===== src/rtl/pci_dec_pkg.sv =====
// Package: shared space codes and address-field constants for the outbound
// decoder. Assumes a 40-bit CPU address with an 8 GB window per bridge node.
package pci_dec_pkg;

    localparam int CPU_AW       = 40;
    localparam int NODE_AW      = 33;
    localparam int ID_W         = 3;
    localparam int SPARSE_SHIFT = 5;
    localparam int PREFIX_W     = 6;

    typedef enum logic [2:0] {
        SP_NONE  = 3'd0,
        SP_SMEM  = 3'd1,
        SP_DENSE = 3'd2,
        SP_SIO   = 3'd3,
        SP_CFG   = 3'd4,
        SP_CSR   = 3'd5,
        SP_IACK  = 3'd6,
        SP_BAD   = 3'd7
    } space_e;

endpackage


===== src/rtl/pci_ext_regs.sv =====
// Module: high-address extension registers for the variable sparse regions
// and the dense window. Assumes writes are single-cycle strobes; select 3 is
// a no-op. All registers clear on synchronous active-low reset.
module pci_ext_regs #(
    parameter int PCI_W      = 32,
    parameter int MEM_HI_LSB = 27,
    parameter int IO_HI_LSB  = 25,
    localparam int MEM_HI_W  = PCI_W - MEM_HI_LSB,
    localparam int IO_HI_W   = PCI_W - IO_HI_LSB
) (
    input  logic                clk,
    input  logic                rst_n,
    input  logic                cfg_we,
    input  logic [1:0]          cfg_sel,
    input  logic [PCI_W-1:0]    cfg_wdata,
    output logic [MEM_HI_W-1:0] mem_hi,
    output logic [IO_HI_W-1:0]  io_hi,
    output logic                dense_hi
);

    logic unused_wdata;
    assign unused_wdata = ^cfg_wdata[IO_HI_LSB-1:1];

    // Load the selected extension register on a write strobe.
    always_ff @(posedge clk) begin
        if (!rst_n) begin
            mem_hi   <= '0;
            io_hi    <= '0;
            dense_hi <= 1'b0;
        end else if (cfg_we) begin
            case (cfg_sel)
                2'd0:    mem_hi   <= cfg_wdata[PCI_W-1:MEM_HI_LSB];
                2'd1:    io_hi    <= cfg_wdata[PCI_W-1:IO_HI_LSB];
                2'd2:    dense_hi <= cfg_wdata[0];
                default: ;
            endcase
        end
    end

endmodule


===== src/rtl/pci_space_class.sv =====
// Module: leading-ones prefix decoder that names the PCI address space.
// Purely combinational; assumes the prefix field is six bits wide.
module pci_space_class
    import pci_dec_pkg::*;
(
    input  logic [PREFIX_W-1:0] prefix,
    output space_e              space
);

    // Count leading ones of the prefix to pick the space.
    always_comb begin
        casez (prefix)
            6'b0?????: space = SP_SMEM;
            6'b10????: space = SP_DENSE;
            6'b110???: space = SP_SIO;
            6'b1110??: space = SP_CFG;
            6'b11110?: space = SP_CSR;
            6'b111110: space = SP_IACK;
            default:   space = SP_BAD;
        endcase
    end

endmodule


===== src/rtl/pci_addr_form.sv =====
// Module: forms the PCI-side address and byte-length code for a decoded
// space. Combinational; assumes node_ofs is the low 33 bits of the CPU
// address and that extension values are already registered.
module pci_addr_form
    import pci_dec_pkg::*;
#(
    parameter int PCI_W      = 32,
    parameter int MEM_HI_LSB = 27,
    parameter int IO_HI_LSB  = 25,
    parameter int MEM_FIX_W  = 29,
    parameter int IO_FIX_W   = 21,
    parameter logic [26:0] IACK_OFS0 = 27'h3F00,
    parameter logic [26:0] IACK_OFS1 = 27'h3F40,
    localparam int MEM_HI_W  = PCI_W - MEM_HI_LSB,
    localparam int IO_HI_W   = PCI_W - IO_HI_LSB
) (
    input  space_e              space,
    input  logic [NODE_AW-1:0]  node_ofs,
    input  logic [MEM_HI_W-1:0] mem_hi,
    input  logic [IO_HI_W-1:0]  io_hi,
    input  logic                dense_hi,
    output logic [PCI_W-1:0]    pci_addr,
    output logic [1:0]          blen,
    output logic                iack_bad
);

    logic unused_low;
    assign unused_low = ^node_ofs[2:0];

    logic [PCI_W-1:0] smem_sh, sio_sh, cfg_sh, csr_sh;
    logic             smem_var, sio_var;

    // Shift each sparse region offset down to its PCI byte address.
    always_comb begin
        smem_sh  = PCI_W'(node_ofs[31:SPARSE_SHIFT]);
        sio_sh   = PCI_W'(node_ofs[29:SPARSE_SHIFT]);
        cfg_sh   = PCI_W'(node_ofs[28:SPARSE_SHIFT]);
        csr_sh   = PCI_W'(node_ofs[27:SPARSE_SHIFT]);
        smem_var = |node_ofs[31:MEM_FIX_W];
        sio_var  = |node_ofs[29:IO_FIX_W];
    end

    // Select the final address per space; extensions only in variable parts.
    always_comb begin
        pci_addr = '0;
        blen     = node_ofs[4:3];
        iack_bad = 1'b0;
        case (space)
            SP_SMEM: pci_addr = smem_var ? {mem_hi, smem_sh[MEM_HI_LSB-1:0]} : smem_sh;
            SP_SIO:  pci_addr = sio_var  ? {io_hi, sio_sh[IO_HI_LSB-1:0]}   : sio_sh;
            SP_CFG:  pci_addr = cfg_sh;
            SP_CSR:  pci_addr = csr_sh;
            SP_DENSE: begin
                pci_addr = {dense_hi, node_ofs[30:0]};
                blen     = 2'd0;
            end
            SP_IACK: begin
                pci_addr = PCI_W'(node_ofs[26:0]);
                blen     = 2'd0;
                iack_bad = (node_ofs[26:0] != IACK_OFS0) && (node_ofs[26:0] != IACK_OFS1);
            end
            default: blen = 2'd0;
        endcase
    end

endmodule


===== src/rtl/pci_outbound_decoder.sv =====
// Module: top of the CPU-to-PCI outbound decoder. Claims addresses that
// carry the direct-I/O bit and this node's straps, classifies the space,
// forms the PCI address and registers the result one cycle later.
// Assumes straps are static while requests are presented.
module pci_outbound_decoder
    import pci_dec_pkg::*;
#(
    parameter int PCI_W      = 32,
    parameter int MEM_HI_LSB = 27,
    parameter int IO_HI_LSB  = 25,
    localparam int MEM_HI_W  = PCI_W - MEM_HI_LSB,
    localparam int IO_HI_W   = PCI_W - IO_HI_LSB
) (
    input  logic              clk,
    input  logic              rst_n,
    input  logic              req_valid,
    input  logic [CPU_AW-1:0] req_addr,
    input  logic [ID_W-1:0]   strap_gid,
    input  logic [ID_W-1:0]   strap_mid,
    input  logic              cfg_we,
    input  logic [1:0]        cfg_sel,
    input  logic [PCI_W-1:0]  cfg_wdata,
    output logic              res_hit,
    output logic [2:0]        res_space,
    output logic [PCI_W-1:0]  res_pci_addr,
    output logic [1:0]        res_blen,
    output logic              res_err
);

    logic [MEM_HI_W-1:0] mem_hi;
    logic [IO_HI_W-1:0]  io_hi;
    logic                dense_hi;
    space_e              space;
    logic [PCI_W-1:0]    pci_c;
    logic [1:0]          blen_c;
    logic                iack_bad, claim, err_c, hit_c;

    pci_ext_regs #(.PCI_W(PCI_W), .MEM_HI_LSB(MEM_HI_LSB), .IO_HI_LSB(IO_HI_LSB)) i_ext (
        .clk(clk), .rst_n(rst_n), .cfg_we(cfg_we), .cfg_sel(cfg_sel),
        .cfg_wdata(cfg_wdata), .mem_hi(mem_hi), .io_hi(io_hi), .dense_hi(dense_hi)
    );

    pci_space_class i_cls (
        .prefix(req_addr[NODE_AW-1:NODE_AW-PREFIX_W]),
        .space(space)
    );

    pci_addr_form #(.PCI_W(PCI_W), .MEM_HI_LSB(MEM_HI_LSB), .IO_HI_LSB(IO_HI_LSB)) i_form (
        .space(space), .node_ofs(req_addr[NODE_AW-1:0]), .mem_hi(mem_hi),
        .io_hi(io_hi), .dense_hi(dense_hi), .pci_addr(pci_c), .blen(blen_c),
        .iack_bad(iack_bad)
    );

    // Decide whether this node owns the request and whether it is legal.
    always_comb begin
        claim = req_valid && req_addr[CPU_AW-1]
             && (req_addr[CPU_AW-2 -: ID_W] == strap_gid)
             && (req_addr[CPU_AW-2-ID_W -: ID_W] == strap_mid);
        err_c = claim && ((space == SP_BAD) || ((space == SP_IACK) && iack_bad));
        hit_c = claim && !err_c;
    end

    // Register the result; anything but a legal hit leaves outputs idle.
    always_ff @(posedge clk) begin
        if (!rst_n || !hit_c) begin
            res_hit      <= 1'b0;
            res_space    <= SP_NONE;
            res_pci_addr <= '0;
            res_blen     <= 2'd0;
        end else begin
            res_hit      <= 1'b1;
            res_space    <= space;
            res_pci_addr <= pci_c;
            res_blen     <= blen_c;
        end
    end

    // Register the error flag separately from the hit path.
    always_ff @(posedge clk) begin
        if (!rst_n) res_err <= 1'b0;
        else        res_err <= err_c;
    end

endmodule


===== config.mk =====
export PLATFORM = sky130hd
export DESIGN_NAME = pci_outbound_decoder
export DESIGN_NICKNAME = d
export VERILOG_FILES = /design/src/rtl/pci_dec_pkg.sv /design/src/rtl/pci_ext_regs.sv /design/src/rtl/pci_space_class.sv /design/src/rtl/pci_addr_form.sv /design/src/rtl/pci_outbound_decoder.sv
export SDC_FILE = /design/constraint.sdc
export NUM_CORES = 1
export LEC_CHECK = 0
export ABC_AREA = 1
export BUFFER_PORTS_ARGS = -buffer_cell sky130_fd_sc_hd__buf_2
export CORE_ASPECT_RATIO = 0.75
export CORE_MARGIN = 5
export CORE_UTILIZATION = 41
export DETAILED_ROUTE_END_ITERATION = 16
export GPL_TIMING_DRIVEN = 0
export PLACE_DENSITY = 0.83
export SYNTH_ARGS = -nofsm -noshare
export SYNTH_HDL_FRONTEND = slang
export SYNTH_SLANG_ARGS = --single-unit

===== constraint.sdc =====
create_clock -name clk -period 1 [get_ports clk]
set_input_delay 0.1 -clock clk [delete_from_list [all_inputs] [get_ports clk]]
set_output_delay 0.1 -clock clk [all_outputs]
set_load 0.005 [all_outputs]

# Yosys cells after proc, flatten, opt, wreduce, memory -nomap -nowiden

Index checks and enable logic that the tools add are counted.

Equal/unequal tests: 18
Mux-type cells: 6
Bitwise gates (word level): 2
Reductions and logical operators: 20

Operators with widths:

| cell                                                 | number |
|---|---|
| case mux 32 bit (6 select lines)                     | 1 |
| two-way mux 32 bit                                   | 2 |
| != test 27 x 14 -> 1 bit (second input constant)     | 2 |
| case mux 3 bit (6 select lines)                      | 1 |
| equality test 3 bit (second input constant)          | 5 |
| OR reduction 9 bit                                   | 1 |
| logical AND 1 bit                                    | 7 |
| equality test 3 x 2 -> 1 bit (second input constant) | 2 |
| equality test 3 bit                                  | 2 |
| equality test 6 bit (second input constant)          | 1 |
| AND reduction 2 bit                                  | 3 |
| equality test 5 bit (second input constant)          | 1 |
| equality test 2 bit (second input constant)          | 2 |
| equality test 4 bit (second input constant)          | 1 |
| OR reduction 4 bit                                   | 1 |
| equality test 3 x 1 -> 1 bit (second input constant) | 1 |
| zero test 1 bit                                      | 3 |
| OR reduction 3 bit                                   | 1 |
| equality test 2 x 1 -> 1 bit (second input constant) | 1 |
| zero test 2 bit                                      | 1 |
| logical OR 1 bit                                     | 2 |
| two-way mux 1 bit                                    | 2 |
| inverter 1 bit                                       | 2 |
| OR reduction 2 bit                                   | 1 |

Flip-flop bits (word level): 52
Input bits: 84
Output and inout port bits: 39
Word-level logic and storage cells: 54

# Logic depth before layout (Yosys ltp)

Gate-level depths: netlist of run 1.

Word-level depth: 12
Mapped depth: 10
Mapped depth without buffers: 9

# Modules after synthesis

From an unflattened synthesis of run 1, not the netlist that was laid out.

Cell total of the unflattened synthesis: 395
Area, all modules: 2,647.5 µm²

By module, submodules not included:

| module               | times used | cells an instance | area an instance (µm²) | sequential area each (µm²) |
|---|---|---|---|---|
| pci_outbound_decoder | 1          | 154               | 1,302.5                | 780.7 |
| pci_addr_form        | 1          | 140               | 698.2                  | 0.0 |
| pci_ext_regs         | 1          | 86                | 575.6                  | 260.2 |
| pci_space_class      | 1          | 15                | 71.3                   | 0.0 |

# Worst setup path before layout of run 1

OpenSTA, ideal clock, no wires.

Path type: input-to-reg
From: input port strap_mid[2]
To: register res_pci_addr[14]
Setup time: 0.064 ns
Arrival time: 0.927 ns
Required time: 0.936 ns
Path slack: 0.009 ns
Stages: 7
Path buffers: 1
Cells stage by stage: xor2_1 > nor2_1 > nand2_1 > nor2_1 > nand2_4 > buf_6 > nor2_1

Word-level cells in the longest chain between the ends: 7

RTL lines:

| element                 | RTL line                   | text |
|---|---|---|
| start, declared         | pci_outbound_decoder.sv:19 | `input logic [ID_W-1:0] strap_mid,` |
| equality test 3 bit (*) | pci_outbound_decoder.sv:58 | `&& (req_addr[CPU_AW-2-ID_W -: ID_W] == strap_mid);` |
| logical AND 1 bit (*)   | pci_outbound_decoder.sv:58 |  |
| logical AND 1 bit       | pci_outbound_decoder.sv:59 | `err_c = claim && ((space == SP_BAD) \|\| ((space == SP_IACK) && iack_bad));` |
| zero test 1 bit         | pci_outbound_decoder.sv:60 | `hit_c = claim && !err_c;` |
| logical AND 1 bit (*)   | pci_outbound_decoder.sv:60 |  |
| zero test 1 bit (*)     | pci_outbound_decoder.sv:65 | `if (!rst_n \|\| !hit_c) begin` |
| logical OR 1 bit (*)    | pci_outbound_decoder.sv:65 |  |
| end signal, assigned    | pci_outbound_decoder.sv:73 | `res_pci_addr <= pci_c;` |
| end, declared           | pci_outbound_decoder.sv:25 | `output logic [PCI_W-1:0] res_pci_addr,` |

Mark *: on every way between the ends. The rest lies on a longest branch, timed or not.
A chain may end at the register's enable or synchronous reset.

# Final worst setup path of run 1

From: input port req_addr[7]
To: register res_pci_addr[21]

Word-level cells in the longest chain between the ends: 10
Elaborated cells between the ends (all ways): 11
Those cells by class: eq/ne (2); mux (1); reduce/logical (8)

RTL lines:

| element                  | RTL line                   | text |
|---|---|---|
| start, declared          | pci_outbound_decoder.sv:17 | `input logic [CPU_AW-1:0] req_addr,` |
| != test 27 x 14 -> 1 bit | pci_addr_form.sv:60        | `iack_bad = (node_ofs[26:0] != IACK_OFS0) && (node_ofs[26:0] != IACK_OFS1);` |
| logical AND 1 bit (*)    | pci_addr_form.sv:60        |  |
| two-way mux 1 bit (*)    | pci_addr_form.sv:48        | `case (space)` |
| logical AND 1 bit (*)    | pci_outbound_decoder.sv:59 |  |
| logical OR 1 bit (*)     | pci_outbound_decoder.sv:59 |  |
| logical AND 1 bit (*)    | pci_outbound_decoder.sv:59 |  |
| zero test 1 bit (*)      | pci_outbound_decoder.sv:60 |  |
| logical AND 1 bit (*)    | pci_outbound_decoder.sv:60 |  |
| zero test 1 bit (*)      | pci_outbound_decoder.sv:65 |  |
| logical OR 1 bit (*)     | pci_outbound_decoder.sv:65 |  |

Marks and branches as above.

==> metrics.md, run 1 <==
| Metric | Value |
|---|---|
| Setup CP Type | `input port to flip-flop` |
| Syn. warnings | `0` |
| Global-route wire length before repair | `10,700 um` |
| Synth area leader | `dfxtp_1` |
| Leak Pwr | `1.87 nW` |
| Post-route ant nets | `0` |
| CP endpoint kind | `flip-flop` |
| Crit path max fanout | `6` |
| Synthesized net count | `440` |
| Hold buffers post-CTS | `0` |
| Vias in the first global route | `2,348` |
| Final worst setup slack | `0.0315 ns` |
| CTS clk-pin slew, worst paths | `0.11 ns` |
| WL final | `7260 um` |
| Share of layout cells above drive strength 1 | `37.3%` |
| Die area | `7570 um^2` |
| Crit start category | `input port` |
| Antenna violations before repair | `0` |
| FMAX | `1.03 GHz` |
| Maxcap violations | `0` |
| Worst skew pair latency | `0.31 ns` |
| Total CTS buffers | `5` |
| RSZ-0062 raised after global routing | `true` |
| Placed cell area | `3010 um^2` |
| Clock H-tree levels | `2` |
| TritonCTS clock tree | `yes` |
| CTS root buf | `clkbuf_8` |
| Syn-to-layout area delta | `42.2%` |
| Sinks on the clock net | `52` |
| Seq/Total Area, Yosys | `42.9%` |
| Layout fillers | `536` |
| All-Layer GR Usage | `17.1%` |
| Slew Limit Fails | `0` |
| # rows | `24` |
| Diodes inserted | `0` |
| Critical path arrival | `1.21 ns` |
| CP Cell Sequence | `buf_2 -> inv_1 -> nand2_1 -> nor2_1 -> nand2_1 -> nor2_2 -> nand3_2 -> nand2_4 -> nand2_8 -> clkbuf_16 -> nor2_1` |
| Period minus WS final | `0.969 ns` |
| WP buf/inv | `3` |
| Chip Height | `76.6 um` |
| Vias per cell | `4.75` |
| Avg Cell Area, Syn | `6.82 um^2` |
| Multi-input logic area | `1170 um^2` |
| Cells after Synth | `356` |
| Post-DP HPWL | `5190 um` |
| Worst path required time | `1.24 ns` |
| Vias | `2,635` |
| Slew HR | `74.5%` |
| DRT Pass-1 Iters | `5` |
| Starting Density | `41.9%` |
| Worst hold path class | `input port to flip-flop` |
| Yosys reg bits | `52` |
| Setup_tns | `0 ns` |
| Period utilization | `96.9%` |
| Netlist cell types | `26` |
| Longest Clk Path Bufs | `2` |
| Critical path's top delay family | `simple AND/OR/NAND/NOR gates` |
| Core Box Area | `5800 um^2` |
| Fin area | `3450 um^2` |
| DRC | `0` |
| GRT overflow | `0` |
| Gpl congestion | `0.950` |
| Sequential cell area | `1040 um^2` |
| DR WL/cell | `13.1 um` |
| Synthesized area | `2430 um^2` |
| Top cells by area, synth | `dfxtp_1 43%, nor2_1 12%, nand2_1 9.7%, inv_1 9.4%, nand3_1 5.6%` |
| Worst-Margin Slew | `0.382 ns` |
| Slowest CP cell | `clkbuf_16` |
| Overall power | `0.00407 W` |
| PortBufs | `97` |
| Die Width | `98.8 um` |
| Hold Fails Final Rpt | `0` |
| Worst path max stage delay | `0.18 ns` |
| Largest net degree at the start of global routing | `19` |
| DR iter-0 viols | `323` |
| # IOs | `123` |
| # nets final | `560` |
| VDD IR max | `0.571 mV` |
| Status | `completed` |
| Worst Clk Skew | `0.0142 ns` |
| Post-layout util | `59.6%` |
| PD cells | `1180 nW/um^2` |
| Synth top area share | `42.9%` |
| Place WS | `-0.370 ns` |
| Setup Viol. Count Final | `0` |
power by group:
part | total [W] | internal (W) | switching [W]
logic | 0.000697 | 0.000283 | 0.000414
registers | 0.00211 | 0.00210 | 0.0000124
clock network | 0.00126 | 0.000512 | 0.000751
final timing paths:
path / startpoint / end / slack [ns] / cells past startpoint
setup reg to reg: i_ext.dense_hi / res_pci_addr[31] / 0.16 / 6
setup / recovery: req_addr[7] / res_pci_addr[21] / 0.03 / 11
hold / removal: cfg_wdata[30] / i_ext.io_hi[5] / 0.02 / 3
hold reg to reg: i_ext.io_hi[0] / i_ext.io_hi[0] / 0.46 / 2
synth_stat cells, drive strengths merged:
cell type and number:
nor2 82, nand2 70, inv 64, dfxtp 52, o21ai 30, nand3 29
buf 9, a31oi 5, a21oi 3, nor3 3, nand4 2, xnor2 2
xor2 2, clkbuf 1, clkinv 1, o22ai 1
layout by cell type (no fill, tap or decap), types with 2 or more instances in the layout:
cell / synthesis / final
nand4_1: 2 / 2
nor2_1: 77 / 59
nand2_4: 2 / 3
inv_4: 0 / 3
inv_6: 0 / 2
xnor2_1: 2 / 2
inv_1: 61 / 54
clkbuf_16: 0 / 3
o21ai_1: 5 / 6
buf_2: 1 / 93
a21oi_1: 3 / 3
buf_8: 0 / 3
buf_4: 1 / 12
nor2_4: 0 / 4
xor2_1: 2 / 2
nand2_8: 0 / 2
o21ai_0: 25 / 24
nor2_2: 5 / 19
nand2_1: 63 / 62
inv_2: 3 / 7
nand3_1: 27 / 26
nor3_4: 1 / 2
dfxtp_1: 52 / 52
buf_6: 7 / 8
nand3_2: 2 / 3
clkbuf_8: 0 / 5
a31oi_1: 5 / 5
nand2_2: 5 / 4
routing by layer:
layer  share of wire, %  track usage [%]  up-vias
met2                 47             26.4      127
met3                7.3             3.75       26
met1                 43             23.1     1158
met4                2.9             7.09        0
li1                   -                -     1324
met5                  0                0        -
kinds of logic after synthesis:
logic type / share of synthesized area, %
AO/OA/AOI/OAI: 8.35
XOR/XNOR: 1.44
buffers and inverters: 14.0
flip-flops: 42.9
AND/OR/NAND/NOR: 33.4
worst min-delay path, cell delays in order:
cell and delay (ns):
buf_2 0.09, nor2_1 0.04, nor2_1 0.08
per-stage QoR:
stage | instances | hold slack [ns]
6_report | 555 | 0.0245
5_1_grt | 555 | 0.0343
4_1_cts | 539 | 0.0219
3_5_place_dp | 531 | 0.354
3_3_place_gp | 531 | 0.344
2_1_floorplan | 356 | 0.227
area by class of cell:
cell class | instances | area share, %
Multi-Input combinational cell | 230 | 33.9
Sequential cell | 52 | 30.2
Timing Repair Buffer | 112 | 20.0
Inverter | 65 | 7.32
Buffer | 10 | 3.08
Tap cell | 78 | 2.83
Clock buffer | 5 | 1.99
Clock inverter | 3 | 0.725
flip-flops by register name, summed over array words and instances (netlist names):
register	flops
res_pci_addr	32
res_err	1
res_blen	2
i_ext.dense_hi	1
i_ext.mem_hi	5
res_hit	1
i_ext.io_hi	7
res_space	3
what timing repair did:
action | CTS | global route
endpoints found under the hold margin | 0 | 0
resized for setup | 1 | 49
pin swaps | 0 | 14
endpoints found under the setup margin | 2 | 38
gates cloned | 0 | 4
setup buffers | 0 | 12
(Power assumes the default switching activity.)
==> run 2: changes to the inputs <==
--- a/config.mk
+++ b/config.mk
@@ -13,6 +13,7 @@
 export DETAILED_ROUTE_END_ITERATION = 16
 export GPL_TIMING_DRIVEN = 0
 export PLACE_DENSITY = 0.83
+export RECOVER_POWER = 50
 export SYNTH_ARGS = -nofsm -noshare
 export SYNTH_HDL_FRONTEND = slang
 export SYNTH_SLANG_ARGS = --single-unit
==> metrics.md, run 2 (synthesis results as in run 1) <==
| Metric | Value |
|---|---|
| Status | `completed` |
| Gpl congestion | `0.950` |
| Die area | `7570 um^2` |
| Worst Clk Skew | `0.0132 ns` |
| GRT overflow | `0` |
| CTS clk-pin slew, worst paths | `0.11 ns` |
| Placed cell area | `3010 um^2` |
| Longest Clk Path Bufs | `2` |
| Worst hold path class | `input port to flip-flop` |
| Crit start category | `input port` |
| Slowest CP cell | `clkbuf_4` |
| Chip Height | `76.6 um` |
| Slew HR | `74.3%` |
| Setup CP Type | `input port to flip-flop` |
| RSZ-0062 raised after global routing | `true` |
| PortBufs | `97` |
| Largest net degree at the start of global routing | `19` |
| CP endpoint kind | `flip-flop` |
| VDD IR max | `0.571 mV` |
| Syn-to-layout area delta | `42.1%` |
| Setup Viol. Count Final | `0` |
| Fin cells | `555` |
| Commonest non-fill, non-tap cell in the layout | `buf_2` |
| DR iter-0 viols | `295` |
| WL final | `7320 um` |
| DRT Pass-1 Iters | `6` |
| CTS root buf | `clkbuf_8` |
| RR Startpoint | `i_ext.dense_hi` |
| Total CTS buffers | `5` |
| # IOs | `123` |
| Sequential cell area | `1040 um^2` |
| Share of layout cells above drive strength 1 | `36.9%` |
| # rows | `24` |
| Sinks on the clock net | `52` |
| Maxcap violations | `0` |
| DR WL/cell | `13.2 um` |
| All-Layer GR Usage | `17.1%` |
| Worst path max stage delay | `0.16 ns` |
| CP Cell Sequence | `clkbuf_4 -> nand2_1 -> inv_1 -> nand4_1 -> nand2_2 -> inv_2 -> buf_6 -> nand2_1 -> o21ai_0 -> inv_1 -> nor2_1` |
| Top reg by flops | `res_pci_addr` |
| Diodes inserted | `0` |
| Hold Fails Final Rpt | `0` |
| Critical path's top delay family | `buffers and inverters` |
| Die Width | `98.8 um` |
| PD cells | `1180 nW/um^2` |
| Worst Hold Launch | `cfg_wdata[30]` |
| Vias per cell | `4.77` |
| Post-route ant nets | `0` |
| Antenna violations before repair | `0` |
| DRC | `0` |
| Clock H-tree levels | `2` |
| Critical path arrival | `1.20 ns` |
| Vias | `2,649` |
| TritonCTS clock tree | `yes` |
| Fin area | `3450 um^2` |
| Worst-Margin Slew | `0.385 ns` |
| CP startpoint | `req_addr[32]` |
| Slew Limit Fails | `0` |
| Global-route wire length before repair | `10,700 um` |
| Leak Pwr | `1.86 nW` |
| Largest registers | `res_pci_addr: 32 flops, i_ext.io_hi: 7 flops, i_ext.mem_hi: 5 flops` |
| Dpl cells | `531` |
| Crit path max fanout | `10` |
| Worst skew pair latency | `0.31 ns` |
| WP buf/inv | `5` |
| Layout fillers | `538` |
| FMAX | `1.02 GHz` |
| Starting Density | `41.9%` |
| Worst path required time | `1.21 ns` |
| Core Box Area | `5800 um^2` |
| # nets final | `560` |
| Period utilization | `98.2%` |
| Period minus WS final | `0.982 ns` |
| Max reg flops | `32` |
| Multi-input logic area | `1170 um^2` |
| Vias in the first global route | `2,348` |
| Post-DP HPWL | `5190 um` |
| Most frequent cells in the layout | `92 x buf_2, 62 x nand2_1, 59 x nor2_1, 55 x inv_1, 52 x dfxtp_1` |
run 2: cell types whose count changed in the layout (fill, tap and decap cells not counted), sizes merged:
| cell | delta |
|---|---|
| clkinv | -1 |
| clkbuf | +1 |
| buf | -1 |
| inv | +1 |
run 2: path summary, 6_finish.rpt:
kind,end,slack (ns),cells after the start
worst max register to register,res_pci_addr[31],0.16,6
worst min register to register,i_ext.io_hi[0],0.46,2
worst max-delay path,res_pci_addr[0],0.02,11
worst min-delay path,i_ext.io_hi[5],0.02,3
run 2: layout make-up:
cell class	count	share of cell area (%)
Multi-Input combinational cell	230	33.9
Sequential cell	52	30.2
Timing Repair Buffer	112	20.0
Inverter	65	7.29
Buffer	10	3.08
Tap cell	78	2.83
Clock buffer	5	1.99
Clock inverter	3	0.725
run 2: worst min-delay path: stages:
cell	delay [ns]
buf_2	0.09
nor2_1	0.04
nor2_1	0.08
run 2: repair_timing:
action	in CTS	in global routing
setup endpoints to repair	2	38
pin swaps	0	14
setup buffers	0	12
gates resized for setup	1	49
hold buffers	0	0
hold endpoints to repair	0	0
cloned	0	4
run 2: report_power, final:
| group | switching, W | internal, W |
|---|---|---|
| clock | 0.000752 | 0.000512 |
| sequential | 0.0000124 | 0.00210 |
| combinational | 0.000416 | 0.000282 |
| total | 0.00118 | 0.00289 |
run 2: stage by stage:
stage	hold WS (ns)	setup WS [ns]	power (W)	util, %	setup TNS [ns]
after global placement	0.344	-0.304	0.00274	51.9	-12.07
after CTS	0.0219	0.00894	0.00397	53.6	0
final	0.0236	0.0176	0.00407	59.5	0
after global routing	0.0343	-0.0377	0.00425	59.5	-0.213
after floorplan	0.227	0.00937	0.00251	-	0
after detailed placement	0.354	-0.370	0.00275	51.9	-13.26
run 2: metal layers:
metal	wire length, um	track usage, %
met5	0	0
met4	217	7.09
met3	545	3.75
met2	3420	26.4
met1	3130	23.1
